**src/rtl/sbr_pkg.sv**
```systemverilog
package sbr_pkg;
   typedef enum logic [1:0] {
      OP_IDLE  = 2'd0,
      OP_READ  = 2'd1,
      OP_WRITE = 2'd2
   } sbr_op_e;

   localparam int BURST_W = 2;
endpackage

```
**src/rtl/sbr_burst_ctr.sv**
```systemverilog
module sbr_burst_ctr #(
   parameter int ADDR_W      = 5,
   parameter bit INTERLEAVED = 1'b0
) (
   input  logic                             clk,
   input  logic                             rst_n,
   input  logic                             load,
   input  logic                             step,
   input  logic [ADDR_W-1:0]                addr_in,
   output logic [ADDR_W-1:0]                addr_use,
   output logic [ADDR_W-1:0]                base_q,
   output logic [sbr_pkg::BURST_W-1:0]      cnt_q
);
   localparam int BW = sbr_pkg::BURST_W;

   logic [ADDR_W-1:0] base_use;
   logic [BW-1:0]     cnt_use;
   logic [BW-1:0]     lo_use;

   always_comb begin
      base_use = load ? addr_in : base_q;
      if (load)      cnt_use = '0;
      else if (step) cnt_use = cnt_q + BW'(1);
      else           cnt_use = cnt_q;
   end

   generate
      if (INTERLEAVED) begin : g_xor_order
         assign lo_use = base_use[BW-1:0] ^ cnt_use;
      end else begin : g_lin_order
         assign lo_use = base_use[BW-1:0] + cnt_use;
      end
   endgenerate

   assign addr_use = {base_use[ADDR_W-1:BW], lo_use};

   always_ff @(posedge clk or negedge rst_n) begin
      if (!rst_n) begin
         base_q <= '0;
         cnt_q  <= '0;
      end else if (load || step) begin
         base_q <= base_use;
         cnt_q  <= cnt_use;
      end
   end
endmodule

```
**src/rtl/sbr_array.sv**
```systemverilog
module sbr_array #(
   parameter int WORDS  = 32,
   parameter int BYTES  = 4,
   parameter int BYTE_W = 9,
   localparam int ADDR_W = $clog2(WORDS),
   localparam int DATA_W = BYTES * BYTE_W
) (
   input  logic              clk,
   input  logic              rst_n,
   input  logic              we,
   input  logic              re,
   input  logic [ADDR_W-1:0] addr,
   input  logic [BYTES-1:0]  bmask,
   input  logic [DATA_W-1:0] wdata,
   output logic [DATA_W-1:0] rdata_q
);
   logic [DATA_W-1:0] mem [WORDS];

   always_ff @(posedge clk or negedge rst_n) begin
      if (!rst_n) begin
         for (int w = 0; w < WORDS; w++) mem[w] <= '0;
         rdata_q <= '0;
      end else begin
         if (we) begin
            for (int b = 0; b < BYTES; b++) begin
               if (bmask[b]) mem[addr][b*BYTE_W +: BYTE_W] <= wdata[b*BYTE_W +: BYTE_W];
            end
         end
         if (re) rdata_q <= mem[addr];
      end
   end
endmodule

```
**src/rtl/sbr_out_ctl.sv**
```systemverilog
module sbr_out_ctl (
   input  logic clk,
   input  logic rst_n,
   input  logic start,
   input  logic desel,
   input  logic cont,
   input  logic is_read,
   input  logic wr_detect,
   input  logic oe_n,
   output logic active_q,
   output logic drive
);
   logic out_ok_q;

   always_ff @(posedge clk or negedge rst_n) begin
      if (!rst_n) begin
         active_q <= 1'b0;
         out_ok_q <= 1'b0;
      end else if (desel) begin
         active_q <= 1'b0;
         out_ok_q <= 1'b0;
      end else if (start || cont) begin
         active_q <= 1'b1;
         out_ok_q <= active_q && is_read;
      end
   end

   assign drive = out_ok_q && !oe_n && !wr_detect;
endmodule

```
**src/rtl/sync_burst_ram.sv**
```systemverilog
module sync_burst_ram #(
   parameter int WORDS       = 32,
   parameter int BYTES       = 4,
   parameter int BYTE_W      = 9,
   parameter bit INTERLEAVED = 1'b0,
   localparam int ADDR_W     = $clog2(WORDS),
   localparam int DATA_W     = BYTES * BYTE_W
) (
   input  logic              clk,
   input  logic              rst_n,
   input  logic [ADDR_W-1:0] addr,
   input  logic              proc_stb_n,
   input  logic              ctrl_stb_n,
   input  logic [2:0]        chip_sel_n,
   input  logic              advance_n,
   input  logic              glob_wr_n,
   input  logic              byte_wr_n,
   input  logic [BYTES-1:0]  byte_sel_n,
   input  logic              out_en_n,
   input  logic [DATA_W-1:0] wr_data,
   output logic [DATA_W-1:0] rd_data,
   output logic              rd_drive
);
   import sbr_pkg::*;

   generate
      if (WORDS < 16 || WORDS > 64 || (1 << ADDR_W) != WORDS) begin : g_bad_words
         $error("sync_burst_ram: WORDS must be a power of two in 16..64");
      end
      if (BYTES < 1 || BYTE_W < 1) begin : g_bad_bytes
         $error("sync_burst_ram: BYTES and BYTE_W must be positive");
      end
   endgenerate

   logic              ps_take, cs_take, strobe, sel_all, wr_ctl;
   logic              start, desel, cont, wr_detect, active;
   logic [BYTES-1:0]  bmask;
   logic [ADDR_W-1:0] addr_use, burst_base;
   logic [BURST_W-1:0] burst_cnt;
   sbr_op_e           op;

   always_comb begin
      ps_take   = !proc_stb_n && !chip_sel_n[0];
      cs_take   = !ctrl_stb_n && !ps_take;
      strobe    = ps_take || cs_take;
      sel_all   = (chip_sel_n == 3'b000);
      wr_ctl    = !glob_wr_n || !byte_wr_n;
      start     = strobe && sel_all;
      desel     = strobe && !sel_all;
      cont      = !strobe && active;
      wr_detect = wr_ctl && !ps_take;
      if (!glob_wr_n)      bmask = '1;
      else if (!byte_wr_n) bmask = ~byte_sel_n;
      else                 bmask = '0;
      if (start)     op = (cs_take && wr_ctl) ? OP_WRITE : OP_READ;
      else if (cont) op = wr_ctl ? OP_WRITE : OP_READ;
      else           op = OP_IDLE;
   end

   sbr_burst_ctr #(.ADDR_W(ADDR_W), .INTERLEAVED(INTERLEAVED)) u_ctr (
      .clk      (clk),
      .rst_n    (rst_n),
      .load     (start),
      .step     (cont && !advance_n),
      .addr_in  (addr),
      .addr_use (addr_use),
      .base_q   (burst_base),
      .cnt_q    (burst_cnt)
   );

   sbr_array #(.WORDS(WORDS), .BYTES(BYTES), .BYTE_W(BYTE_W)) u_arr (
      .clk     (clk),
      .rst_n   (rst_n),
      .we      (op == OP_WRITE),
      .re      (op == OP_READ),
      .addr    (addr_use),
      .bmask   (bmask),
      .wdata   (wr_data),
      .rdata_q (rd_data)
   );

   sbr_out_ctl u_out (
      .clk       (clk),
      .rst_n     (rst_n),
      .start     (start),
      .desel     (desel),
      .cont      (cont),
      .is_read   (op == OP_READ),
      .wr_detect (wr_detect),
      .oe_n      (out_en_n),
      .active_q  (active),
      .drive     (rd_drive)
   );
endmodule

```
**config.mk**
```make
export PLATFORM = sky130hd
export DESIGN_NAME = sync_burst_ram
export DESIGN_NICKNAME = d
export VERILOG_FILES = /design/src/rtl/sbr_pkg.sv /design/src/rtl/sbr_burst_ctr.sv /design/src/rtl/sbr_array.sv /design/src/rtl/sbr_out_ctl.sv /design/src/rtl/sync_burst_ram.sv
export SDC_FILE = /design/constraint.sdc
export NUM_CORES = 2
export LEC_CHECK = 0
export BUFFER_PORTS_ARGS = -buffer_cell sky130_fd_sc_hd__buf_2
export CAP_MARGIN = 20
export CELL_PAD_IN_SITES_DETAIL_PLACEMENT = 2
export CELL_PAD_IN_SITES_GLOBAL_PLACEMENT = 2
export CORE_MARGIN = 5
export CORE_UTILIZATION = 49
export CTS_BUF_LIST = sky130_fd_sc_hd__clkbuf_4
export DETAILED_ROUTE_END_ITERATION = 7
export GPL_TIMING_DRIVEN = 0
export PLACE_DENSITY_LB_ADDON = 0.12
export SLEW_MARGIN = 10
export SYNTH_ARGS = -nofsm -noshare
export SYNTH_HDL_FRONTEND = slang
export SYNTH_SLANG_ARGS = --single-unit
```
**constraint.sdc**
```tcl
create_clock -name clk -period 6.1 [get_ports clk]
set_input_delay 1.83 -clock clk [delete_from_list [all_inputs] [get_ports clk]]
set_output_delay 1.83 -clock clk [all_outputs]
set_load 0.01 [all_outputs]
```
==> impl_metrics.toml, run 1 <==
[status]
outcome = "aborted with a tool error"
last-stage-reached = "5_1_grt"
error = "[ERROR GRT-0116] Global routing finished with congestion. Check the congestion regions in the DRC Viewer."

[floorplanning]
pin_count = 93
start_util = 0.492
rows = 127
die_h_um = 356
die_x_um = 356

[logic_synthesis]
yosysUniqueCellTypes = 92
syn_inst = 4982
synth_edf_count = 0
synth_common_cells = "dfrtp_1, mux2_2, nand2_1, clkbuf_1, mux2i_1"
synth_nets = 5039
ys_warn_count = 0
yosys.area.top_type = "dfrtp_1"
syn_area_per_cell_um2 = 11.8
ys.flop_type = "dfrtp_1"
yosysSeqAreaShare = 0.509
async_reset_ff_frac = 1.00
synth_area_leaders = "dfrtp_1, mux2_2, mux2i_1, nand2_1, a21oi_1"
syn-cell-area_um2 = 58800
synth_top_area_frac = 0.509
yosys_register_bits = 1197
synth.most_common_cell = "dfrtp_1"

[global_routing]
grt_start_max_net_pins = 155
grt_pass1_vias = 81200
grt_pass1_wl_um = 795000
grt_usage = 0.888
grt_remaining_overflow = 1378

[placement]
gp_congestion = 1.18
dp.cells = 6809
hpwl_um = 301000
port_buffers = 92

[clocking]
cts.sinks = 1197
root_buffer = "clkbuf_4"
cts_hold_buf = 0
cts_buffers = 343
clk_path_buf_depth = 4
cts_max_level = 5
-- what timing repair did --
item / in CTS
setup endpoints to repair: 1188
cloned: 0
hold endpoints to repair: 0
buffers inserted: 12
gates resized for setup: 321
pin swaps: 12
-- per-layer routing --
metal | GRT usage | GRT overflow
met2 | 0.972 | 579
met5 | 0.623 | 24
met1 | 0.886 | 131
met4 | 0.882 | 522
met3 | 0.823 | 122
-- cell families after synthesis --
group,after synthesis,synth area share
flops,1197,0.509
xor+xnor,5,0.000745
mux,1414,0.266
fa+ha+maj,1,0.000213
compound gates,864,0.105
simple gates,1146,0.0933
buf+inv,355,0.0252
-- per-stage QoR --
step	area [um2]	util	setup slack [ns]	hold slack, ns
floorplan	58800	-	0.0179	0.439
global placement	61300	0.512	-22.70	0.456
detailed placement	63700	0.532	-5.03	0.462
CTS	69000	0.576	-0.164	0.412
==> run 2, diff against run 1 <==
--- a/config.mk
+++ b/config.mk
@@ -7,14 +7,11 @@
 export LEC_CHECK = 0
 export BUFFER_PORTS_ARGS = -buffer_cell sky130_fd_sc_hd__buf_2
 export CAP_MARGIN = 20
-export CELL_PAD_IN_SITES_DETAIL_PLACEMENT = 2
-export CELL_PAD_IN_SITES_GLOBAL_PLACEMENT = 2
 export CORE_MARGIN = 5
-export CORE_UTILIZATION = 49
-export CTS_BUF_LIST = sky130_fd_sc_hd__clkbuf_4
+export CORE_UTILIZATION = 35
 export DETAILED_ROUTE_END_ITERATION = 7
 export GPL_TIMING_DRIVEN = 0
-export PLACE_DENSITY_LB_ADDON = 0.12
+export PLACE_DENSITY_LB_ADDON = 0.15
 export SLEW_MARGIN = 10
 export SYNTH_ARGS = -nofsm -noshare
 export SYNTH_HDL_FRONTEND = slang
==> impl_metrics.toml, run 2 <==
[status]
outcome = "complete, but fails checks"
violations = "design-rule violations, negative setup slack"

[clocking]
clk-insertion-delay-late_ns = 0.83
cts_hold_buf = 0
cts_tree = "built"
cts.sinks = 1197
clk_path_buf_depth = 3
cts_max_level = 4
cts_buffers = 141
root_buffer = "clkbuf_16"
clk_pin_slew_worst_paths_ns = 0.07

[logic_synthesis]
synth.most_common_cell = "dfrtp_1"
synth_area_leaders = "dfrtp_1, mux2_2, mux2i_1, nand2_1, a21oi_1"
yosys.area.top_type = "dfrtp_1"
async_reset_ff_frac = 1.00
yosys_register_bits = 1197
yosysSeqAreaShare = 0.509
ys.flop_type = "dfrtp_1"
yosysUniqueCellTypes = 92
syn-cell-area_um2 = 58800
synth_edf_count = 0
syn_area_per_cell_um2 = 11.8
syn_inst = 4982
synth_nets = 5039
synth_top_area_frac = 0.509
ys_warn_count = 0
synth_common_cells = "dfrtp_1, mux2_2, nand2_1, clkbuf_1, mux2i_1"

[worst_hold_path]
hold_class = "register to register"

[critical_path]
crit_path_cell_trace = "buf_2 > a2111o_1 > buf_6 > buf_8 > buf_12 > buf_8 > buf_6 > buf_12 > nand2_1 > nand2_1 > ha_4 > buf_12 > buf_12 > buf_6 > clkbuf_4 > nand2_1 > o22ai_1 > a22oi_1 > nand3_1 > nor3_2 > nor3b_4 > a41oi_1"
rr_worst_depth = 6
reg2reg_setup_slack_ns = 0.62
cpMaxStageDelayCell = "nand2_1"
cp_max_fo = 11
slowest_delay_ns = 0.64
arrival_ns = 6.97
cpMostUsedCell = "buf_12"
startpoint = "ctrl_stb_n"
reg2reg_from = "u_ctr.base_q[2]"
cp-start-kind = "input port"
criticalPathCategory = "input port to register"
endpoint = "u_arr.rdata_q[23]"
critPathCaptureType = "register"
r2r-end = "u_arr.mem[941]"
cp.required_ns = 6.75

[final_layout]
fin_area_um2 = 74100
final_common_cell = "dfrtp_1"
drive_above_1_share = 0.411
top_register = "u_arr.mem"
layout_common_cells = "dfrtp_1, mux2_2, nand2_1"
area_growth_pct = 26.0
seq_area_um2 = 30000
multi_input_area_um2 = 29200
largest_reg_flops = 1152
layout.nets = 5547
fill_cells = 15700
top_regs = "u_arr.mem x1152, u_arr.rdata_q x36, u_ctr.base_q x5"

[floorplanning]
die_h_um = 420
rows = 150
dieArea_um2 = 176000
die_x_um = 420
core_area_um2 = 167000
start_util = 0.352
pin_count = 93

[routing]
drc = 1
wl_um = 403000
wl_per_cell_um = 51.4
vias = 53600
ant_nets = 0
drt_iter0_drc = 8315
viasPerCell = 6.82
firstDrtPassIters = 8

[global_routing]
grt_pass1_wl_um = 517000
grt_pass1_vias = 50200
grt_usage = 0.451
antenna_found_initial = 66
grt_remaining_overflow = 0
grt_start_max_net_pins = 149

[sta]
hold_ws_ns = 0.485
hold_viol = 0
max_clock_freq_ghz = 0.158
post-route-period-util = 1.04
worst_slack_ns = -0.220
final_max_slew_viol_count = 0
worst_pin_slew_ns = 1.34
period_needed_ns = 6.32
finalClockSkew_ns = 0.0319
maxSlewHeadroom = 0.106
setup_viol = 267

[pwr]
p_per_area_nw_per_um2 = 360
p_leak_nw = 32.8
max-vdd-ir-drop_mv = 0.314
finalPower_mw = 26.7

[placement]
placed_cell_area_um2 = 65200
place_ws_ns = -5.56
gp_congestion = 1.10
port_buffers = 92
hpwl_um = 289000

[flow_run]
cap_violations = 0
-- run 2: cell counts after synthesis --
Identical to the previous run, type by type.
-- run 2: logic make-up after synthesis --
kind of cell               Yosys count  share of synthesized area
AOI/OAI and AO/OA                  864                      0.105
xor gates and xnor gates             5                   0.000745
adders and majority gates            1                   0.000213
buffers and inverters              355                     0.0252
DFF                               1197                      0.509
muxes                             1414                      0.266
and+or+nand+nor                   1146                     0.0933
-- run 2: how the worst min path moves through the flow --
stage                     from  slack (ns)  cells past startpoint               to
6_report       u_ctr.base_q[0]        0.48                      2  u_ctr.base_q[0]
5_1_grt         u_arr.mem[756]        0.51                      1   u_arr.mem[756]
4_1_cts        u_ctr.base_q[0]        0.48                      2  u_ctr.base_q[0]
3_5_place_dp   u_ctr.base_q[0]        0.46                      2  u_ctr.base_q[0]
3_3_place_gp   u_ctr.base_q[0]        0.45                      2  u_ctr.base_q[0]
2_1_floorplan  u_ctr.base_q[0]        0.44                      2  u_ctr.base_q[0]
-- run 2: area by class of cell --
class / count / area share
clock buffer: 220 / 0.0572
clock inverter: 33 / 0.00689
antenna: 50 / 0.00169
timing repair buffer: 373 / 0.0647
multi-input combinational: 3430 / 0.394
buffer: 342 / 0.0337
tap: 2204 / 0.0372
sequential: 1197 / 0.404
inverter: 5 / 0.000253
-- run 2: stage by stage --
step / TNS [ns] / cells / util
after floorplan: 0 / 4982 / -
final: -17.31 / 7854 / 0.443
after detailed placement: -5567.96 / 7430 / 0.390
after CTS: -0.196 / 7795 / 0.441
after global placement: - / 7278 / 0.371
after global routing: -0.00600 / 7806 / 0.442
-- run 2: routing by layer --
metal	vias up	track usage	share of wire
met1	28300	0.573	0.39
li1	19800	-	-
met4	12	0.334	0.090
met5	-	0.00556	0.00051
met2	4216	0.616	0.40
met3	1264	0.175	0.12
-- run 2: timing repair --
action                                  4_1_cts  5_1_grt
endpoints found under the setup margin     1188      209
gates cloned                                  0        0
resized for setup                           547       38
pin swaps                                    74        2
setup buffers                               119       11
-- run 2: report_power, final --
part           total, mW  internal [mW]  switching (mW)
clock network       8.88           5.18            3.70
logic               7.98           2.27            5.71
registers           9.80           9.00           0.798
-- run 2: critical path: cells and delay by family --
family	cells	cell delay, ns
compound gates	4	0.95
fa+ha+maj	1	0.25
buf+inv	11	2.09
simple gates	6	1.65
No activity file was read; power rests on OpenSTA's default activity.
